File: src/rtl/wwd_pkg.sv
package wwd_pkg;
  localparam int unsigned DW      = 32;
  localparam int unsigned KEY_W   = 8;
  typedef enum logic [1:0] {
    SEL_CTRL = 2'd0,
    SEL_MODE = 2'd1,
    SEL_STAT = 2'd2,
    SEL_NONE = 2'd3
  } reg_sel_e;
endpackage

File: src/rtl/wwd_regs.sv
module wwd_regs
  import wwd_pkg::*;
#(
  parameter int unsigned CNT_W = 12,
  parameter logic [KEY_W-1:0] KEY = 8'hA5
) (
  input  logic              clk,
  input  logic              rst_n,
  input  logic              bus_sel,
  input  logic              bus_wr,
  input  logic [1:0]        bus_addr,
  input  logic [DW-1:0]     bus_wdata,
  input  logic              stat_uf,
  input  logic              stat_err,
  output logic [DW-1:0]     bus_rdata,
  output logic              restart_req,
  output logic              stat_rd,
  output logic [CNT_W-1:0]  cfg_reload,
  output logic [CNT_W-1:0]  cfg_delta,
  output logic              cfg_irq_en,
  output logic              cfg_rst_en,
  output logic              cfg_proc,
  output logic              cfg_dis,
  output logic              cfg_hdbg,
  output logic              cfg_hidl
);
  localparam int unsigned P_IRQ  = CNT_W;
  localparam int unsigned P_RST  = CNT_W + 1;
  localparam int unsigned P_PROC = CNT_W + 2;
  localparam int unsigned P_DIS  = CNT_W + 3;
  localparam int unsigned P_DLO  = CNT_W + 4;
  localparam int unsigned P_HDBG = 2 * CNT_W + 4;
  localparam int unsigned P_HIDL = 2 * CNT_W + 5;
  localparam int unsigned MODE_W = 2 * CNT_W + 6;
  localparam logic [MODE_W-1:0] MODE_RST = {MODE_W{1'b1}} ^
    ((MODE_W'(1) << P_IRQ) | (MODE_W'(1) << P_PROC) | (MODE_W'(1) << P_DIS));

  logic [MODE_W-1:0] mode_q;
  logic              mode_wr;

  assign mode_wr     = bus_sel && bus_wr && (bus_addr == SEL_MODE);
  assign restart_req = bus_sel && bus_wr && (bus_addr == SEL_CTRL) &&
                       (bus_wdata[DW-1 -: KEY_W] == KEY) && bus_wdata[0];
  assign stat_rd     = bus_sel && !bus_wr && (bus_addr == SEL_STAT);

  always_ff @(posedge clk or negedge rst_n) begin
    if (!rst_n)       mode_q <= MODE_RST;
    else if (mode_wr) mode_q <= bus_wdata[MODE_W-1:0];
  end

  assign cfg_reload = mode_q[CNT_W-1:0];
  assign cfg_irq_en = mode_q[P_IRQ];
  assign cfg_rst_en = mode_q[P_RST];
  assign cfg_proc   = mode_q[P_PROC];
  assign cfg_dis    = mode_q[P_DIS];
  assign cfg_delta  = mode_q[P_DLO +: CNT_W];
  assign cfg_hdbg   = mode_q[P_HDBG];
  assign cfg_hidl   = mode_q[P_HIDL];

  always_comb begin
    bus_rdata = '0;
    if (bus_sel && !bus_wr) begin
      case (bus_addr)
        SEL_MODE: bus_rdata = DW'(mode_q);
        SEL_STAT: bus_rdata = DW'({stat_err, stat_uf});
        default:  bus_rdata = '0;
      endcase
    end
  end

  // the configuration word only changes on a write to word 1
  assert_mode_hold_R2: assert property (@(posedge clk) disable iff (!rst_n)
    !mode_wr |=> $stable(mode_q));
  // a write to word 1 stores the low bits of the data
  assert_mode_store_R2: assert property (@(posedge clk) disable iff (!rst_n)
    mode_wr |=> (mode_q == $past(bus_wdata[MODE_W-1:0])));
endmodule

File: src/rtl/wwd_counter.sv
module wwd_counter #(
  parameter int unsigned CNT_W = 12
) (
  input  logic             clk,
  input  logic             rst_n,
  input  logic             tick_en,
  input  logic             restart_req,
  input  logic             dbg_active,
  input  logic             idle_active,
  input  logic [CNT_W-1:0] cfg_reload,
  input  logic [CNT_W-1:0] cfg_delta,
  input  logic             cfg_dis,
  input  logic             cfg_hdbg,
  input  logic             cfg_hidl,
  output logic             uf_evt,
  output logic             err_evt
);
  logic [CNT_W-1:0] cnt_q;
  logic             running;
  logic             restart_ok;

  assign running    = !cfg_dis && !(cfg_hdbg && dbg_active) && !(cfg_hidl && idle_active);
  assign restart_ok = restart_req && !cfg_dis;
  assign err_evt    = restart_ok && (cnt_q > cfg_delta);
  assign uf_evt     = running && tick_en && !restart_ok && (cnt_q <= CNT_W'(1));

  always_ff @(posedge clk or negedge rst_n) begin
    if (!rst_n) begin
      cnt_q <= '1;
    end else if (restart_ok) begin
      if (!err_evt) cnt_q <= cfg_reload;
    end else if (running && tick_en) begin
      if (cnt_q <= CNT_W'(1)) cnt_q <= cfg_reload;
      else                    cnt_q <= cnt_q - CNT_W'(1);
    end
  end

  // an underflow leaves the count at the reload value
  assert_uf_reload_R4: assert property (@(posedge clk) disable iff (!rst_n)
    uf_evt |=> (cnt_q == $past(cfg_reload)));
  // an early service command leaves the count alone
  assert_err_hold_R5: assert property (@(posedge clk) disable iff (!rst_n)
    err_evt |=> $stable(cnt_q));
  // a frozen counter without a service command holds
  assert_halt_freeze_R8: assert property (@(posedge clk) disable iff (!rst_n)
    (!running && !restart_ok) |=> $stable(cnt_q));
  // a switched-off timer never moves
  assert_off_freeze_R9: assert property (@(posedge clk) disable iff (!rst_n)
    cfg_dis |=> $stable(cnt_q));
  // underflow and error never share a cycle
  assert_one_cause_R10: assert property (@(posedge clk) disable iff (!rst_n)
    !(uf_evt && err_evt));
endmodule

File: src/rtl/wwd_fault.sv
module wwd_fault (
  input  logic clk,
  input  logic rst_n,
  input  logic uf_evt,
  input  logic err_evt,
  input  logic stat_rd,
  input  logic cfg_irq_en,
  input  logic cfg_rst_en,
  input  logic cfg_proc,
  output logic fault_irq,
  output logic cpu_rst,
  output logic sys_rst,
  output logic stat_uf,
  output logic stat_err
);
  logic fault;
  assign fault = uf_evt || err_evt;

  always_ff @(posedge clk or negedge rst_n) begin
    if (!rst_n) begin
      fault_irq <= 1'b0;
      cpu_rst   <= 1'b0;
      sys_rst   <= 1'b0;
      stat_uf   <= 1'b0;
      stat_err  <= 1'b0;
    end else begin
      fault_irq <= fault && cfg_irq_en;
      cpu_rst   <= fault && cfg_rst_en && cfg_proc;
      sys_rst   <= fault && cfg_rst_en && !cfg_proc;
      stat_uf   <= uf_evt  || (stat_uf  && !stat_rd);
      stat_err  <= err_evt || (stat_err && !stat_rd);
    end
  end

  // the interrupt only follows a fault with the enable set
  assert_irq_gated_R6: assert property (@(posedge clk) disable iff (!rst_n)
    fault_irq |-> $past(cfg_irq_en && fault));
  // the two reset outputs never fire together
  assert_rst_excl_R6: assert property (@(posedge clk) disable iff (!rst_n)
    !(cpu_rst && sys_rst));
  // an underflow bit survives until a read
  assert_uf_sticky_R7: assert property (@(posedge clk) disable iff (!rst_n)
    (stat_uf && !stat_rd) |=> stat_uf);
  // an error always lands in the event word
  assert_err_logged_R7: assert property (@(posedge clk) disable iff (!rst_n)
    err_evt |=> stat_err);
endmodule

File: src/rtl/win_watchdog.sv
module win_watchdog
  import wwd_pkg::*;
#(
  parameter int unsigned CNT_W = 12,
  parameter logic [7:0]  KEY   = 8'hA5
) (
  input  logic          clk,
  input  logic          rst_n,
  input  logic          tick_en,
  input  logic          dbg_active,
  input  logic          idle_active,
  input  logic          bus_sel,
  input  logic          bus_wr,
  input  logic [1:0]    bus_addr,
  input  logic [31:0]   bus_wdata,
  output logic [31:0]   bus_rdata,
  output logic          fault_irq,
  output logic          cpu_rst,
  output logic          sys_rst
);
  logic             restart_req, stat_rd, stat_uf, stat_err;
  logic             uf_evt, err_evt;
  logic [CNT_W-1:0] cfg_reload, cfg_delta;
  logic             cfg_irq_en, cfg_rst_en, cfg_proc, cfg_dis, cfg_hdbg, cfg_hidl;

  wwd_regs #(.CNT_W(CNT_W), .KEY(KEY)) u_regs (
    .clk(clk), .rst_n(rst_n), .bus_sel(bus_sel), .bus_wr(bus_wr),
    .bus_addr(bus_addr), .bus_wdata(bus_wdata), .stat_uf(stat_uf),
    .stat_err(stat_err), .bus_rdata(bus_rdata), .restart_req(restart_req),
    .stat_rd(stat_rd), .cfg_reload(cfg_reload), .cfg_delta(cfg_delta),
    .cfg_irq_en(cfg_irq_en), .cfg_rst_en(cfg_rst_en), .cfg_proc(cfg_proc),
    .cfg_dis(cfg_dis), .cfg_hdbg(cfg_hdbg), .cfg_hidl(cfg_hidl)
  );

  wwd_counter #(.CNT_W(CNT_W)) u_cnt (
    .clk(clk), .rst_n(rst_n), .tick_en(tick_en), .restart_req(restart_req),
    .dbg_active(dbg_active), .idle_active(idle_active),
    .cfg_reload(cfg_reload), .cfg_delta(cfg_delta), .cfg_dis(cfg_dis),
    .cfg_hdbg(cfg_hdbg), .cfg_hidl(cfg_hidl),
    .uf_evt(uf_evt), .err_evt(err_evt)
  );

  wwd_fault u_fault (
    .clk(clk), .rst_n(rst_n), .uf_evt(uf_evt), .err_evt(err_evt),
    .stat_rd(stat_rd), .cfg_irq_en(cfg_irq_en), .cfg_rst_en(cfg_rst_en),
    .cfg_proc(cfg_proc), .fault_irq(fault_irq), .cpu_rst(cpu_rst),
    .sys_rst(sys_rst), .stat_uf(stat_uf), .stat_err(stat_err)
  );
endmodule

File: config.mk
export PLATFORM = sky130hd
export DESIGN_NAME = win_watchdog
export DESIGN_NICKNAME = d
export VERILOG_FILES = /design/src/rtl/wwd_pkg.sv /design/src/rtl/wwd_regs.sv /design/src/rtl/wwd_counter.sv /design/src/rtl/wwd_fault.sv /design/src/rtl/win_watchdog.sv
export SDC_FILE = /design/constraint.sdc
export NUM_CORES = 1
export LEC_CHECK = 0
export BUFFER_PORTS_ARGS = -buffer_cell sky130_fd_sc_hd__clkbuf_2
export CAP_MARGIN = 20
export CORE_MARGIN = 10
export CORE_UTILIZATION = 25
export CTS_BUF_LIST = sky130_fd_sc_hd__clkbuf_4 sky130_fd_sc_hd__clkbuf_8
export DETAILED_ROUTE_END_ITERATION = 8
export MAX_ROUTING_LAYER = met4
export PLACE_DENSITY = 0.44
export SYNTH_ARGS = -nofsm -noshare
export SYNTH_HDL_FRONTEND = slang
export SYNTH_SLANG_ARGS = --single-unit
File: constraint.sdc
create_clock -name clk -period 2.9 [get_ports clk]
set_input_delay 0.435 -clock clk [delete_from_list [all_inputs] [get_ports clk]]
set_output_delay 0.435 -clock clk [all_outputs]
set_load 0.05 [all_outputs]
# Word-level counts from Yosys, hierarchy flattened
# Index checks and enable logic that the tools add are counted.
[classes]
eq_ne = 4
addsub = 1
muxes = 6
magnitude_cmp = 2
reduce_logical = 35
[ops]
columns = ["operator", "count"]
rows = [
  ["30-bit one-hot mux with 2 select lines", 1],
  ["12-bit two-way mux", 4],
  ["32-bit two-way mux", 1],
  ["1-bit logical AND", 22],
  ["12-bit > comparator", 1],
  ["12-bit by 1-bit <= comparator with 1-bit output, second input constant", 1],
  ["12-bit by 1-bit subtractor with 12-bit output, second input constant", 1],
  ["8-bit equality test, second input constant", 1],
  ["1-bit logical NOT", 7],
  ["1-bit logical OR", 3],
  ["2-bit by 1-bit equality test with 1-bit output, second input constant", 1],
  ["2-bit equality test, second input constant", 1],
  ["2-bit logical NOT", 1],
  ["2-bit inequality test, second input constant", 1],
  ["2-bit AND reduction", 1],
  ["2-bit nonzero test", 1],
]
[word_totals]
wordCells = 55
register_bits = 47
in_bits = 41

# Logic depth before layout (Yosys ltp)
[logic_depth]
depth_word = 11
ltp_mapped = 9
depth_no_buf = 7

# Modules after synthesis
# From an unflattened synthesis, not the netlist that was laid out.
[hier_totals]
hier_cells = 286
hier_area_um2 = 3059.2
[modules_own_cells]
columns = ["mod", "cells_per_inst", "area_per_inst_um2", "seq_area_each_um2", "n_inst"]
rows = [
  ["wwd_regs", 114, 1634.1, 784.5, 1],
  ["wwd_counter", 159, 1252.5, 315.3, 1],
  ["wwd_fault", 13, 172.7, 125.1, 1],
]

# Worst setup path after synthesis
# OpenSTA, ideal clock, no wires.
[synth_path]
kind = "register to register"
start = "register u_regs.mode_q[19]"
end = "register u_cnt.cnt_q[0]"
arrival_time_ps = 2016
slack_ps = 793
t_required_ps = 2809
path_buffers = 1
setup_time_ps = 91
path_stages_with_launch = 9
cell_sequence = "dfstp_2 > inv_1 > ha_1 > a21oi_1 > a311o_1 > o2111ai_1 > buf_2 > a221oi_1 > o22ai_1"
[synth_between]
elab_chain_len = 4
[synth_lines]
columns = ["element", "line", "rtl"]
rows = [
  ["from (decl)", "wwd_regs.sv:38", "logic [MODE_W-1:0] mode_q;"],
  ["from (signal assigned)", "wwd_regs.sv:48", "else if (mode_wr) mode_q <= bus_wdata[MODE_W-1:0];"],
  ["12-bit > comparator", "wwd_counter.sv:24", "assign err_evt = restart_ok && (cnt_q > cfg_delta);"],
  ["1-bit logical AND", "wwd_counter.sv:24", ""],
  ["2-bit inequality test (no source line)", "--", ""],
  ["2-bit AND reduction (no source line)", "--", ""],
  ["to (signal assigned)", "wwd_counter.sv:31", "if (!err_evt) cnt_q <= cfg_reload;"],
  ["to (signal assigned)", "wwd_counter.sv:33", "if (cnt_q <= CNT_W'(1)) cnt_q <= cfg_reload;"],
  ["to (signal assigned)", "wwd_counter.sv:34", "else cnt_q <= cnt_q - CNT_W'(1);"],
  ["to (decl)", "wwd_counter.sv:18", "logic [CNT_W-1:0] cnt_q;"],
]
# Every way passes these cells.
# A chain may end at the register's enable or synchronous reset.

# Worst setup path after layout
[layout_path]
start = "register u_regs.mode_q[19]"
end = "register u_cnt.cnt_q[1]"
# The elaborated chain is that of the path after synthesis.

==> insert_results.sql <==
INSERT INTO impl_metrics (metric_group, metric, value, unit) VALUES
('status', 'status', 'complete, no violations', ''),
('synth', 'synth.area.mux_share', '14.5', '%'),
('synth', 'yosys_register_bits', '47', ''),
('synth', 'main_combinational_cell_family_by_area_after_synthesis', 'simple AND/OR/NAND/NOR gates', ''),
('hold_path', 'min_path_type', 'in -> async', ''),
('sta', 'final.min_clock_period', '2.29', 'ns'),
('pwr', 'clockPowerShare', '22.6', '%'),
('pwr', 'power.share.sequential', '47.5', '%'),
('clock_tree', 'clkSlewWorstSetupHoldPaths', '0.10', 'ns'),
('pwr', 'p_leak', '1.76', 'nW'),
('global_route', 'grt_pass1_vias', '2558', ''),
('flow_run', 'cap_viol_max_count', '0', ''),
('cells_and_area', 'syn2layout_area_growth', '20.4', '%'),
('floorplanning', 'floorplan.rows', '39', ''),
('sta', 'hold_viol', '0', ''),
('place', 'gp_congestion', '0.805', ''),
('worst_setup_path', 'critical_path_required', '3.14', 'ns'),
('clock_tree', 'tritoncts', 'built', ''),
('clock_tree', 'clock_insertion_delay_worst_skew', '0.31', 'ns'),
('route', 'route.met2.wl', '3.86', 'mm'),
('cells_and_area', 'post-route-util', '30.9', '%'),
('worst_setup_path', 'timing.critical_path.arrival', '2.53', 'ns'),
('clock_tree', 'cts_sinks', '47', ''),
('synth', 'synth_simple_gate_area_share', '18.6', '%'),
('clock_tree', 'cts_hold_repair.buffers', '0', ''),
('sta', 'max_slew_margin', '50.5', '%'),
('global_route', 'grt_max_degree', '31', ''),
('floorplanning', 'floorplan.die.height', '129', 'um'),
('synth', 'postSynth.asyncResetShare', '100', '%'),
('floorplanning', 'initial_core_util', '25.7', '%'),
('cells_and_area', 'insertedDiodeCount', '0', ''),
('synth', 'synth_edf_count', '0', ''),
('synth', 'synth_top_flop_cell', 'sky130_fd_sc_hd__dfstp_2', ''),
('route', 'first_pass_iters', '4', ''),
('clock_tree', 'cts_root_buffer', 'sky130_fd_sc_hd__clkbuf_8', ''),
('cells_and_area', 'fillCellCount', '1182', ''),
('sta', 'setup-tns-final', '0', 'ns'),
('sta', 'worst_slew_pin_slew', '0.740', 'ns'),
('cells_and_area', 'layout-drive-gt1-share', '48.8', '%'),
('global_route', 'globalRouteOverflowTotal', '0', ''),
('place', 'port_buffers', '73', ''),
('clock_tree', 'cts_setup_buffers', '0', ''),
('synth', 'post_synth_fa_ha_maj_area_fraction', '7.22', '%'),
('route', 'detail_route.wl_per_cell', '17.7', 'um'),
('synth', 'syn-instance-count', '274', ''),
('sta', 'max_freq', '436', 'MHz'),
('global_route', 'first_pass_grt_wire_length', '13.9', 'mm'),
('floorplanning', 'core-area', '0.0115', 'sq mm'),
('pwr', 'power.share.switching', '35.0', '%'),
('clock_tree', 'clock_tree.buffer_depth', '2', ''),
('floorplanning', 'floorplan.die.width', '129', 'um'),
('worst_setup_path', 'worst-path-max-fanout', '15', ''),
('pwr', 'power.net_switching', '0.815', 'mW'),
('route', 'm1WireLength', '4.29', 'mm'),
('worst_setup_path', 'path_class', 'reg -> reg', ''),
('worst_setup_path', 'setup.worst_path.start_class', 'register', ''),
('synth', 'share_of_the_synthesized_netlist_area_taken_by_xor_and_xnor_gates', '0', '%'),
('floorplanning', 'overall_die_area', '0.0165', 'sq mm'),
('pwr', 'internal_power', '1.52', 'mW'),
('synth', 'synth-compound-area-share', '11.5', '%'),
('route', 'dr_drc_count', '0', ''),
('sta', 'timing.final.max_slew_violations', '0', ''),
('pwr', 'power.share.combinational', '29.9', '%'),
('synth', 'synth_warnings', '0', ''),
('synth', 'synth_largest_area_cell', 'sky130_fd_sc_hd__dfstp_2', ''),
('pwr', 'power_per_cell_area', '657', 'mW/mm^2'),
('sta', 'unrepaired_setup_endpoints_after_global_routing', 'no', ''),
('sta', 'worst_clock_skew', '0.00942', 'ns'),
('sta', 'finalCritPeriodShare', '79.0', '%'),
('synth', 'post_synth.cell_area_avg', '10.8', 'sq um'),
('synth', 'top_cells_by_area_synth', 'sky130_fd_sc_hd__dfstp_2, sky130_fd_sc_hd__mux2_2, sky130_fd_sc_hd__ha_1', '');
[flip-flops by register name, indices dropped and copies added (netlist names)]
register           count
u_fault.stat_err       1
u_fault.fault_irq      1
u_fault.cpu_rst        1
u_fault.sys_rst        1
u_fault.stat_uf        1
u_regs.mode_q         30
u_cnt.cnt_q           12
[logic make-up after synthesis]
| family | Yosys count |
|---|---|
| compound gates | 45 |
| flops | 47 |
| buf+inv | 39 |
| other cells | 1 |
| simple gates | 86 |
| fa+ha+maj | 17 |
| mux | 39 |
[synthesized netlist by cell type, drive strengths merged, types with 4 or more instances]
cell type / number
a221oi: 7
clkbuf: 10
mux2i: 9
mux2: 30
nand3: 6
o22ai: 6
a21oi: 7
nand2: 11
inv: 21
a2bb2oi: 5
nor4: 4
ha: 17
a211oi: 5
dfstp: 39
buf: 8
dfrtp: 8
nor2: 6
nor3: 8
nand4: 4
and3: 32
[power by group through the flow]
| stage | logic [mW] | registers, mW | clock network, mW |
|---|---|---|---|
| after floorplan | 0.540 | 1.04 | 0 |
| after global placement | 0.689 | 1.13 | 0 |
| after detailed placement | 0.701 | 1.13 | 0 |
| after CTS | 0.703 | 1.11 | 0.545 |
| after global routing | 0.802 | 1.14 | 0.578 |
| final | 0.698 | 1.11 | 0.526 |
[per-layer routing]
layer	vias to the layer above	global-route usage, %
met5	-	-
met4	0	2.55
met3	6	2.75
met2	57	16.6
met1	1137	14.1
li1	1142	-
[cell type report]
type	count	area, sq um	share of cell area, %
clock buffers	6	82.6	2.33
clock inverters	2	35.0	0.988
inverters	21	78.8	2.22
multi-input cells	189	1540	43.3
flip-flops and latches	47	1220	34.5
well taps	143	179	5.04
repair buffers	79	410	11.6
[cell usage in the layout (no fill, tap or decap), types with 7 or more instances in the layout]
master and instances:
sky130_fd_sc_hd__inv_1 21, sky130_fd_sc_hd__a221oi_1 7, sky130_fd_sc_hd__ha_1 17, sky130_fd_sc_hd__nor3_1 8
sky130_fd_sc_hd__clkbuf_2 73, sky130_fd_sc_hd__dfrtp_1 8, sky130_fd_sc_hd__mux2_2 30, sky130_fd_sc_hd__and3_1 32
sky130_fd_sc_hd__dfstp_2 39, sky130_fd_sc_hd__nand2_1 11, sky130_fd_sc_hd__mux2i_1 9
[critical path, stage by stage, from the launching register on]
cell and delay, ns:
sky130_fd_sc_hd__dfstp_2 0.55, sky130_fd_sc_hd__inv_1 0.04, sky130_fd_sc_hd__ha_1 0.33, sky130_fd_sc_hd__a21oi_1 0.19
sky130_fd_sc_hd__a311o_1 0.18, sky130_fd_sc_hd__o2111ai_1 0.12, sky130_fd_sc_hd__buf_4 0.22, sky130_fd_sc_hd__a21oi_2 0.35
sky130_fd_sc_hd__mux2i_1 0.24
[worst paths after layout]
path / depth (start not counted) / start / slack (ns) / endpoint
worst min register to register: 1 / u_regs.mode_q[14] / 0.47 / u_fault.sys_rst
max in group asynchronous: 2 / rst_n / 1.93 / u_regs.mode_q[20]
worst max-delay path: 8 / u_regs.mode_q[19] / 0.61 / u_cnt.cnt_q[1]
worst max register to register: 8 / u_regs.mode_q[19] / 0.61 / u_cnt.cnt_q[1]
worst min-delay path: 1 / rst_n / 0.14 / u_regs.mode_q[14]
min in group clk: 2 / bus_wdata[12] / 0.35 / u_regs.mode_q[12]
[stage by stage]
step	total power, mW	cells	setup slack, ns	cell area (sq um)	hold WS (ns)
finish	2.33	487	0.608	3550	0.143
global placement	1.82	479	0.644	3430	0.461
detailed placement	1.83	479	0.616	3430	0.464
floorplan	1.58	275	0.793	2950	0.139
global route	2.52	487	0.460	3550	0.176
CTS	2.36	487	0.590	3550	0.163
No activity file was read; power rests on OpenSTA's default activity.
